[src/rtl/rcd_pkg.sv]
package rcd_pkg;

    localparam int SEL_W = 2;
    localparam int CNT_W = 1 << SEL_W;

    typedef logic [SEL_W-1:0] ratio_sel_t;
    typedef logic [CNT_W-1:0] count_t;

    typedef struct packed {
        logic div_raw;
        logic phase;
    } tap_t;

    function automatic count_t last_count(ratio_sel_t s);
        int r;
        r = 2 << s;
        return count_t'(r - 1);
    endfunction

    function automatic count_t half_count(ratio_sel_t s);
        int h;
        h = 1 << s;
        return count_t'(h);
    endfunction

endpackage

[src/rtl/rcd_strobe_sync.sv]
module rcd_strobe_sync #(
    parameter int STAGES = 2
) (
    input  logic clk,
    input  logic rst,
    input  logic strobe_in,
    output logic rise
);
    logic [STAGES-1:0] pipe;
    logic              last_q;

    always_ff @(posedge clk) begin
        if (rst) begin
            pipe   <= '0;
            last_q <= 1'b0;
        end else begin
            pipe   <= {pipe[STAGES-2:0], strobe_in};
            last_q <= pipe[STAGES-1];
        end
    end

    assign rise = pipe[STAGES-1] & ~last_q;

    // an edge is reported for a single cycle only
    p_rise_single_r6: assert property (@(posedge clk) disable iff (rst)
        rise |=> !rise);

endmodule

[src/rtl/rcd_phase_counter.sv]
module rcd_phase_counter
    import rcd_pkg::*;
(
    input  logic       clk,
    input  logic       rst,
    input  ratio_sel_t ratio_sel,
    input  logic       restart,
    output count_t     cnt,
    output ratio_sel_t cur_sel
);
    logic at_end;

    assign at_end = (cnt == last_count(cur_sel));

    always_ff @(posedge clk) begin
        if (rst) begin
            cnt     <= '0;
            cur_sel <= ratio_sel;
        end else if (restart) begin
            cnt     <= '0;
        end else if (at_end) begin
            cnt     <= '0;
            cur_sel <= ratio_sel;
        end else begin
            cnt     <= cnt + 1'b1;
        end
    end

    p_range_r1: assert property (@(posedge clk) disable iff (rst)
        cnt <= last_count(cur_sel));

    p_restart_zero_r4: assert property (@(posedge clk) disable iff (rst)
        restart |=> (cnt == '0));

    p_sel_hold_r8: assert property (@(posedge clk) disable iff (rst)
        !at_end |=> $stable(cur_sel));

endmodule

[src/rtl/rate_clock_divider.sv]
module rate_clock_divider
    import rcd_pkg::*;
#(
    parameter int SYNC_STAGES = 2
) (
    input  logic       clk,
    input  logic       rst,
    input  logic [1:0] ratio_sel,
    input  logic       sync_en,
    input  logic       phase_strobe,
    input  logic       out_disable,
    output logic       div_clk,
    output logic       data_phase
);
    logic       strobe_rise;
    logic       restart;
    count_t     cnt;
    ratio_sel_t cur_sel;
    tap_t       tap;

    rcd_strobe_sync #(.STAGES(SYNC_STAGES)) u_sync (
        .clk       (clk),
        .rst       (rst),
        .strobe_in (phase_strobe),
        .rise      (strobe_rise)
    );

    assign restart = strobe_rise & sync_en;

    rcd_phase_counter u_cnt (
        .clk       (clk),
        .rst       (rst),
        .ratio_sel (ratio_sel_t'(ratio_sel)),
        .restart   (restart),
        .cnt       (cnt),
        .cur_sel   (cur_sel)
    );

    always_comb begin
        tap.div_raw = (cnt < half_count(cur_sel));
        tap.phase   = (cnt == '0);
    end

    assign div_clk    = tap.div_raw & ~out_disable;
    assign data_phase = tap.phase;

    // the period starts in the high half
    p_phase_high_r2: assert property (@(posedge clk) disable iff (rst)
        (data_phase && !out_disable) |-> div_clk);

    // one pulse per period unless a restart intervenes
    p_pulse_once_r3: assert property (@(posedge clk) disable iff (rst)
        (data_phase && !restart) |=> !data_phase);

endmodule

[config.mk]
export PLATFORM = sky130hd
export DESIGN_NAME = rate_clock_divider
export DESIGN_NICKNAME = d
export VERILOG_FILES = /design/src/rtl/rcd_pkg.sv /design/src/rtl/rcd_strobe_sync.sv /design/src/rtl/rcd_phase_counter.sv /design/src/rtl/rate_clock_divider.sv
export SDC_FILE = /design/constraint.sdc
export NUM_CORES = 1
export LEC_CHECK = 0
export BUFFER_PORTS_ARGS = -buffer_cell sky130_fd_sc_hd__buf_2
export CORE_AREA = 5 5 42 44
export DETAILED_ROUTE_END_ITERATION = 8
export DIE_AREA = 0 0 47 49
export HOLD_SLACK_MARGIN = 0.06
export SYNTH_ARGS = -nofsm -noshare
export SYNTH_HDL_FRONTEND = slang
export SYNTH_SLANG_ARGS = --single-unit
[constraint.sdc]
create_clock -name clk -period 4.2 [get_ports clk]
set_input_delay 0.21 -clock clk [delete_from_list [all_inputs] [get_ports clk]]
set_output_delay 0.21 -clock clk [all_outputs]
set_load 0.1 [all_outputs]
==> run metrics, run 1 <==
switching power of the nets=slightly above 0.07 mW; CTS Buffer Depth=2; Yosys top cell by area=dfxtp_1; routed len/inst=roughly 10 µm; Synth Area in Adders=roughly an eighth; Num CTS Buffers=3; multiplexer share of the synthesized area=0%; post-CTS sizing=0; Slew headroom=between 60 and 70%; FF+latch count, synth=9; drt total wl=about 800 µm; dpl ws=2.00 ns; Max Freq=between 0.4 and 0.5 GHz; async set-or-reset flop fraction in the synthesized netlist=0%; CP Class=reg2out; Routed Antenna Nets=0; chip width=around 47 µm; DP Wirelength=between 600 and 700 µm; Layout Utilization=between 40% and 50%; Setup violations, final=0; Final Slew Violations=0; compound-cell area share of the yosys netlist=approximately 15%; Core Footprint=0.00140 mm²; clock power share=just under 30%; area grow syn2layout=16.6%; initial DRC count=8; largest net degree at the start of global routing=9; Slowest-stage cell, CP=edfxtp_1; CTS Sinks=9; initial core utilization=between 30 and 40%; Mapped Cells=between 40 and 50; share of cells above drive strength 1=between 20% and 30%; number of global-route vias before repair=~320; Placed Area=between 500 and 600 µm²; drt first pass iters=4; post-synthesis xor/xnor area fraction=3.37%; Sw Ratio=32.1%; via-per-instance ratio=4.90; Leak=approximately 0.26 nW; largest family of logic cells by synthesized area=simple AND/OR/NAND/NOR gates; Largest stage delay, worst path=around 0.50 ns; global route overflow=0; Logic pwr share=between 20% and 30%; GRT Overall Usage=under 10%; status=finished clean; Final period util=about 59%; Synth top area share=approximately 27%; CP max FO=8; Ys Warns=0; CP endpoint kind=primary output; RSZ-0062 raised after global routing=false; Placed Cells=73; Slew @ Worst Pin=between 0.4 and 0.5 ns; I/O pins=9; Final Worst Setup Slack=around 1.7 ns; design area=606 µm²; top post-synthesis cells by area=dfxtp_1, ha_1, edfxtp_1; hold crit path type=in2reg; worst path bufs/invs=1; nets@finish=74; hold buffer count at cts=0; clk_skew=between 0.0015 and 0.002 ns; IO buf count=8; Post-Route Setup TNS=0 ns; total vias in the final route=around 380; minimum clock period=approximately 2.5 ns; TritonCTS clock tree=done; Main synth FF type=dfxtp_1; Sequential Power Share=between 40% and 50%; Post-synth EDFFs=2; Synth Area per Inst=10.6 µm²; Yosys cell types=27; Worst VDD drop=0.122 mV; Clock Tree Root=clkbuf_4; row count=14; Die Area=between 0.002 and 0.0025 mm²; PwrDens=about 360 mW/mm²; register area share after synthesis=around two fifths; Fin. Hold Viols=0; first-pass GRT wire length=roughly 1300 µm; top-count cell post-synth=dfxtp_1; DRC viols=0; CTS H-tree depth=1; CP delay by family, top=flip-flops; postcts setup bufs=0; CP startpoint kind=flop; most frequent cells after synthesis=dfxtp_1, ha_1, nor2_1; worst-path cell chain=or2b_1, ha_1, o31a_1, o21ai_1, nand2b_1, a211oi_2, buf_2; Worst-path clk slew=approximately 0.060 ns; Post-Synthesis Net Count=between 60 and 70; final hold slack=around 0.13 ns; cell area after synthesis=519 µm²; ant diodes=0; initial antenna violation count=0; Design Power=roughly 0.22 mW; Finished Layout Cells=a little under 80; WP data arrival=2.25 ns; Placer Congestion=0.683; P_int=around 0.15 mW; Die H=between 40 and 50 µm; Max Cap Violations=0; Post-Synth Simple-Gate Area=between 20 and 30%; Clock Latency Late Sink=0.26 ns; Worst Path Required=around 4 ns
power groups by stage:
stage / Sequential (mW) / Combinational (mW) / Clock (mW)
2_1_floorplan: 0.101 / 0.0453 / 0
3_3_place_gp: 0.103 / 0.0534 / 0
3_5_place_dp: 0.103 / 0.0542 / 0
4_1_cts: 0.101 / 0.0546 / 0.0686
5_1_grt: 0.102 / 0.0586 / 0.0722
6_report: 0.101 / 0.0538 / 0.0644
routing by layer:
metal	track usage (%)	wire length [µm]	vias to the layer above
met3	3.32	49	2
met5	0	0	-
met2	11.5	381	9
li1	-	-	196
met1	8.24	359	170
met4	5.53	8	0
final cells by class:
type / count / area [µm²]
Clock buffer: 4 / 26.3
Sequential cell: 9 / 200
Multi-Input combinational cell: 36 / 304
Timing Repair Buffer: 8 / 40.0
Inverter: 4 / 15.0
Fill cell: 151 / 796
Tap cell: 16 / 20.0
cell families after synthesis:
group                      after synthesis
DFF                                      9
and+or+nand+nor                         22
xor gates and xnor gates                 2
AOI/OAI and AO/OA                        7
buffers and inverters                    4
adders and majority gates                5
sequential cells by signal, indices dropped and copies added, names as in the netlist:
| name | cells |
|---|---|
| u_cnt.cur_sel | 2 |
| u_sync.pipe | 2 |
| u_cnt.cnt | 4 |
| u_sync.last_q | 1 |
path summary, 6_finish.rpt:
| check | from | endpoint | slack [ns] | depth (start not counted) |
|---|---|---|---|---|
| min reg2reg | u_sync.pipe[0] | u_sync.pipe[1] | 0.45 | 1 |
| min | ratio_sel[0] | u_cnt.cur_sel[0] | 0.13 | 1 |
| max | u_cnt.cur_sel[1] | div_clk | 1.74 | 7 |
| max reg2reg | u_cnt.cur_sel[0] | u_cnt.cur_sel[0] | 2.67 | 4 |
placed cells by master (no fill, tap or decap), types with 2 or more instances in the layout:
| cell | n |
|---|---|
| buf_2 | 8 |
| nor2_1 | 5 |
| ha_1 | 5 |
| clkbuf_4 | 3 |
| nor2b_1 | 3 |
| inv_1 | 4 |
| edfxtp_1 | 2 |
| nor4b_2 | 2 |
| dfxtp_1 | 7 |
| nand2_1 | 2 |
worst reg2reg max path, cell delays in order (launching register included):
cell and delay, ns:
edfxtp_1 0.49, nor4b_2 0.33, o2bb2a_4 0.19, a21boi_1 0.10, or2_1 0.14
Note: power is estimated with default switching activity, not from simulation.
==> run 2, diff against run 1 <==
Clock period 4.2 ns to 2.1 ns, I/O delays scaled along.
==> run 2 against run 1 <==
- sequential power increased by 96%
- count of clock-buffer cells in the layout unchanged
- global-route usage increased by 2.4 points
- non-clock buffer count increased by 7
- highest routed layer unchanged
- via count increased by 7.4%
- clock skew decreased by 0.00071 ns
- sequential share of layout area decreased by 4.1 points
- sequential cell count unchanged
- die area unchanged
- total power increased by 110%
- final area increased by 14%
==> run metrics, run 2 (synthesis results as in run 1) <==
status=finished clean; CP Class=reg2out; biggest regs=u_cnt.cnt (4), u_cnt.cur_sel (2), u_sync.pipe (2); first-pass GRT wire length=around 1700 µm; total vias in the final route=405; initial core utilization=between 30% and 40%; row count=14; post-CTS sizing=0; area grow syn2layout=33.0%; Clock Latency Late Sink=roughly 0.26 ns; Fin. Hold Viols=0; clk_skew=0.000830 ns; Final period util=a little over nine tenths; WP data arrival=a little under 2 ns; area occupied by multi-input gates=between 300 and 400 µm²; drt first pass iters=2; chip width=approximately 47 µm; CP startpoint kind=flop; Top reg by flops=u_cnt.cnt; fill cell count=roughly 140; global route overflow=0; PwrDens=679 mW/mm²; initial DRC count=3; CTS Sinks=9; IO buf count=8; Final Worst Setup Slack=approximately 0.067 ns; Placed Cells=75; Final Slew Violations=0; Setup violations, final=0; Die H=a little under 50 µm; CP endpoint kind=primary output; CP max FO=2; worst-path cell chain=or2b_1, ha_1, o31a_1, o21ai_1, nand2b_1, a211oi_4, buf_12; Slowest-stage cell, CP=edfxtp_1; Core Footprint=0.00140 mm²; nets@finish=just over 80; dpl ws=between 0.3 and 0.4 ns; Slew headroom=67.9%; Largest register FFs=4; Die Area=around 0.0023 mm²; number of global-route vias before repair=between 300 and 400; Worst Path Required=roughly 2.0 ns; minimum clock period=a little over 2 ns; Finished Layout Cells=84; Clock Tree Root=clkbuf_4; Worst-path clk slew=approximately 0.060 ns; Slew @ Worst Pin=approximately 0.48 ns; drt total wl=~900 µm; Num CTS Buffers=3; I/O pins=9; via-per-instance ratio=around 4.8; Routed Antenna Nets=0; Largest stage delay, worst path=about 0.38 ns; GRT Overall Usage=~10%; Max Cap Violations=0; share of cells above drive strength 1=between 20 and 30%; Sequential Area=around 200 µm²; Leak=0.298 nW; ant diodes=0; most frequent cells in the layout=buf_2, dfxtp_1, nor2_1, ha_1; DP Wirelength=roughly 630 µm; Placer Congestion=around 0.67; DRC viols=0; RSZ-0062 raised after global routing=true; initial antenna violation count=0; CTS H-tree depth=1; Worst VDD drop=about 0.47 mV; TritonCTS clock tree=done; CTS Buffer Depth=2; hold crit path type=in2reg; routed len/inst=~11 µm; Max Freq=about 0.49 GHz; largest net degree at the start of global routing=8
## run 2: changes by cell type in the layout (fill, tap and decap cells not counted), sizes merged
cell         change
buf              +3
dlygate4sd3      +4
## run 2: critical path, delay by kind of cell (launching register included)
family | cells | cell delay (ns)
AND/OR/NAND/NOR | 2 | 0.34
flip-flops | 1 | 0.38
AO/OA/AOI/OAI | 3 | 0.47
buffers and inverters | 1 | 0.21
adder cells (fa/ha/maj) | 1 | 0.27
## run 2: what timing repair did
action,CTS,global route
hold endpoints to repair,5,0
buffers inserted,0,1
hold buffers,4,0
endpoints found under the setup margin,0,1
## run 2: final timing paths
kind / from / to / slack [ns] / cells past startpoint
hold reg to reg: u_sync.pipe[0] / u_sync.pipe[1] / 0.45 / 1
setup / recovery: u_cnt.cur_sel[1] / div_clk / 0.07 / 7
setup reg to reg: u_cnt.cur_sel[1] / u_cnt.cur_sel[1] / 0.43 / 6
hold / removal: sync_en / u_cnt.cnt[0] / 0.24 / 3
## run 2: routing by layer
metal / up-vias / wire length (µm) / global-route usage [%] / share of wire (%)
met2: 9 / 435 / 14.3 / 49
met5: - / 0 / 0 / 0
met3: 2 / 44 / 3.32 / 4.9
met4: 0 / 21 / 5.53 / 2.4
met1: 183 / 389 / 13.2 / 44
li1: 211 / - / - / -
## run 2: power breakdown
part / switching (mW) / internal (mW)
registers: 0.0109 / 0.187
logic: 0.0802 / 0.0568
clock network: 0.0602 / 0.0732
## run 2: final cells by class
type | count | area share, %
well taps | 16 | 2.90
clock buffers | 4 | 3.80
inverters | 4 | 2.17
flip-flops and latches | 9 | 29.0
repair buffers | 15 | 17.0
multi-input cells | 36 | 45.1
## run 2: metrics by stage
| step | cell area (µm²) | util, % | power [mW] | hold slack (ns) | setup TNS, ns |
|---|---|---|---|---|---|
| 2_1_floorplan | 527 | - | 0.297 | 0.177 | -0.165 |
| 3_3_place_gp | 617 | 44.0 | 0.331 | 0.282 | 0 |
| 3_5_place_dp | 617 | 44.0 | 0.332 | 0.284 | 0 |
| 4_1_cts | 683 | 48.8 | 0.473 | 0.235 | 0 |
| 5_1_grt | 691 | 49.3 | 0.498 | 0.287 | -0.0424 |
| 6_report | 691 | 49.3 | 0.469 | 0.236 | 0 |
==> run 3, diff against run 2 <==
Settings changed: ABC_AREA set to 1.
==> run 3 against run 2 <==
- final area down 7.8%
- synthesized area down 4.8%
- count of clock-buffer cells in the layout unchanged
- largest cell class unchanged
- via count up 6.9%
- sequential share of layout area up 2.4 points
- register-to-register slack better by 0.34 ns
==> run metrics, run 3 <==
status=finished clean; number of global-route vias before repair=between 400 and 500; clk_skew=roughly 0.0015 ns; Worst VDD drop=about 0.42 mV; Ys Warns=0; GRT Overall Usage=approximately 10%; Layout Utilization=between 40% and 50%; Die H=49 µm; minimum clock period=1.92 ns; Post-Route Setup TNS=0 ns; first-pass GRT wire length=around 1600 µm; Slew headroom=roughly two thirds; FF+latch count, synth=9; RSZ-0062 raised after global routing=false; multiplexer share of the synthesized area=0%; Worst Path Required=roughly 2 ns; initial core utilization=35.3%; Yosys top cell by area=dfxtp_1; drt first pass iters=2; Core Footprint=between 0.001 and 0.0015 mm²; Finished Layout Cells=97; share of cells above drive strength 1=27.2%; Routed Antenna Nets=0; hold crit path type=in2reg; Worst-path clk slew=~0.060 ns; total vias in the final route=between 400 and 500; register area share after synthesis=40.5%; drt total wl=around 900 µm; WP data arrival=approximately 1.8 ns; design area=~640 µm²; Leak=0.306 nW; Yosys cell types=16; CTS Buffer Depth=2; DP Wirelength=700 µm; top post-synthesis cells by area=dfxtp_1, ha_1, edfxtp_1; biggest regs=u_cnt.cnt (4), u_cnt.cur_sel (2), u_sync.pipe (2); area grow syn2layout=28.9%; post-synthesis xor/xnor area fraction=between 3 and 4%; Synth Area in Adders=roughly an eighth; Slew @ Worst Pin=around 0.48 ns; Max Freq=around 0.52 GHz; CTS Sinks=9; initial DRC count=6; routed len/inst=roughly 9 µm; IO buf count=8; CP max FO=5; chip width=between 40 and 50 µm; largest net degree at the start of global routing=7; top-count cell post-synth=nor2_1; CP Class=reg2out; Post-Synthesis Net Count=76; async set-or-reset flop fraction in the synthesized netlist=0%; I/O pins=9; via-per-instance ratio=between 4 and 5; compound-cell area share of the yosys netlist=under 10%; largest family of logic cells by synthesized area=simple AND/OR/NAND/NOR gates; DRC viols=0; global route overflow=0; Clock Latency Late Sink=between 0.2 and 0.3 ns; Die Area=0.00230 mm²; Post-synth EDFFs=2; Synth Area per Inst=7.72 µm²; Placed Cells=between 80 and 90; ant diodes=0; Num CTS Buffers=3; Clock Tree Root=clkbuf_4; Fin. Hold Viols=0; Design Power=approximately 0.47 mW; CTS H-tree depth=1; PwrDens=about 740 mW/mm²; Main synth FF type=dfxtp_1; Placed Area=between 500 and 600 µm²; TritonCTS clock tree=done; cell area after synthesis=494 µm²; commonest non-fill, non-tap cell in the layout=nor2_1; nets@finish=94; Final Slew Violations=0; Max Cap Violations=0; most frequent cells after synthesis=nor2_1, nand2_1, inv_1; CP startpoint kind=flop; fill cell count=approximately 160; Top reg by flops=u_cnt.cnt; CP endpoint kind=primary output; most frequent cells in the layout=nor2_1, nand2_1, inv_1, buf_2, dfxtp_1; Setup violations, final=0; row count=14; initial antenna violation count=0; Placer Congestion=0.779; Post-Synth Simple-Gate Area=a little under a third; Synth top area share=28.4%; Mapped Cells=64; Final period util=91.5%; Largest register FFs=4
run 3: cell count changes in the layout (fill, tap and decap cells not counted), sizes merged, moves of 2 or more:
cell / previous run / this run
inv: 4 / 11
nor2b: 3 / 0
nor2: 5 / 16
nor4b: 2 / 0
nand2: 2 / 14
buf: 11 / 8
nand3: 1 / 3
or2b: 2 / 0
a21oi: 0 / 2
run 3: final cells by class:
| cell class | count | area (µm²) | area share (%) |
|---|---|---|---|
| Multi-Input combinational cell | 44 | 259 | 40.7 |
| Timing Repair Buffer | 13 | 90.1 | 14.1 |
| Tap cell | 16 | 20.0 | 3.14 |
| Clock buffer | 4 | 26.3 | 4.13 |
| Sequential cell | 9 | 200 | 31.4 |
| Inverter | 11 | 41.3 | 6.48 |
run 3: metrics by stage:
| stage | setup slack [ns] | hold WS (ns) |
|---|---|---|
| final | 0.179 | 0.179 |
| after global routing | 0.0599 | 0.190 |
| after CTS | 0.157 | 0.173 |
| after detailed placement | 0.445 | 0.286 |
| after global placement | 0.484 | 0.281 |
| after floorplan | 0.154 | 0.176 |
run 3: path summary, 6_finish.rpt:
path	slack (ns)	end	startpoint	depth (start not counted)
setup / recovery	0.18	div_clk	u_cnt.cur_sel[1]	7
hold / removal	0.18	u_cnt.cnt[2]	sync_en	4
setup reg to reg	0.77	u_cnt.cur_sel[1]	u_cnt.cur_sel[0]	5
hold reg to reg	0.41	u_sync.pipe[1]	u_sync.pipe[0]	2
run 3: logic make-up after synthesis:
family,after synthesis
XOR/XNOR,2
buffers and inverters,11
AND/OR/NAND/NOR,34
flip-flops,9
adder cells (fa/ha/maj),5
AO/OA/AOI/OAI,3
run 3: power by group:
group	switching (mW)	total [mW]	internal (mW)	leakage, nW
logic	0.0961	0.137	0.0413	0.213
clock network	0.0580	0.131	0.0731	0.0150
registers	0.0133	0.202	0.189	0.0771
run 3: worst max-delay path: stages, from the launching register on:
cell and delay, ns:
edfxtp_1 0.44, inv_2 0.10, nand2_2 0.06, ha_1 0.27, nand2_1 0.07, nand2_1 0.06, a31oi_2 0.12, buf_2 0.44
run 3: layer usage:
| metal | global-route usage (%) | routed length [µm] | vias to the layer above |
|---|---|---|---|
| met1 | 10.0 | 368 | 190 |
| met3 | 2.21 | 37 | 5 |
| met4 | 9.68 | 42 | 0 |
| li1 | - | - | 229 |
| met5 | 0 | 0 | - |
| met2 | 15.6 | 447 | 9 |
run 3: what timing repair did:
item	in CTS	in global routing
endpoints found under the hold margin	5	0
gates resized for setup	0	0
buffers inserted	0	0
hold buffers	5	0
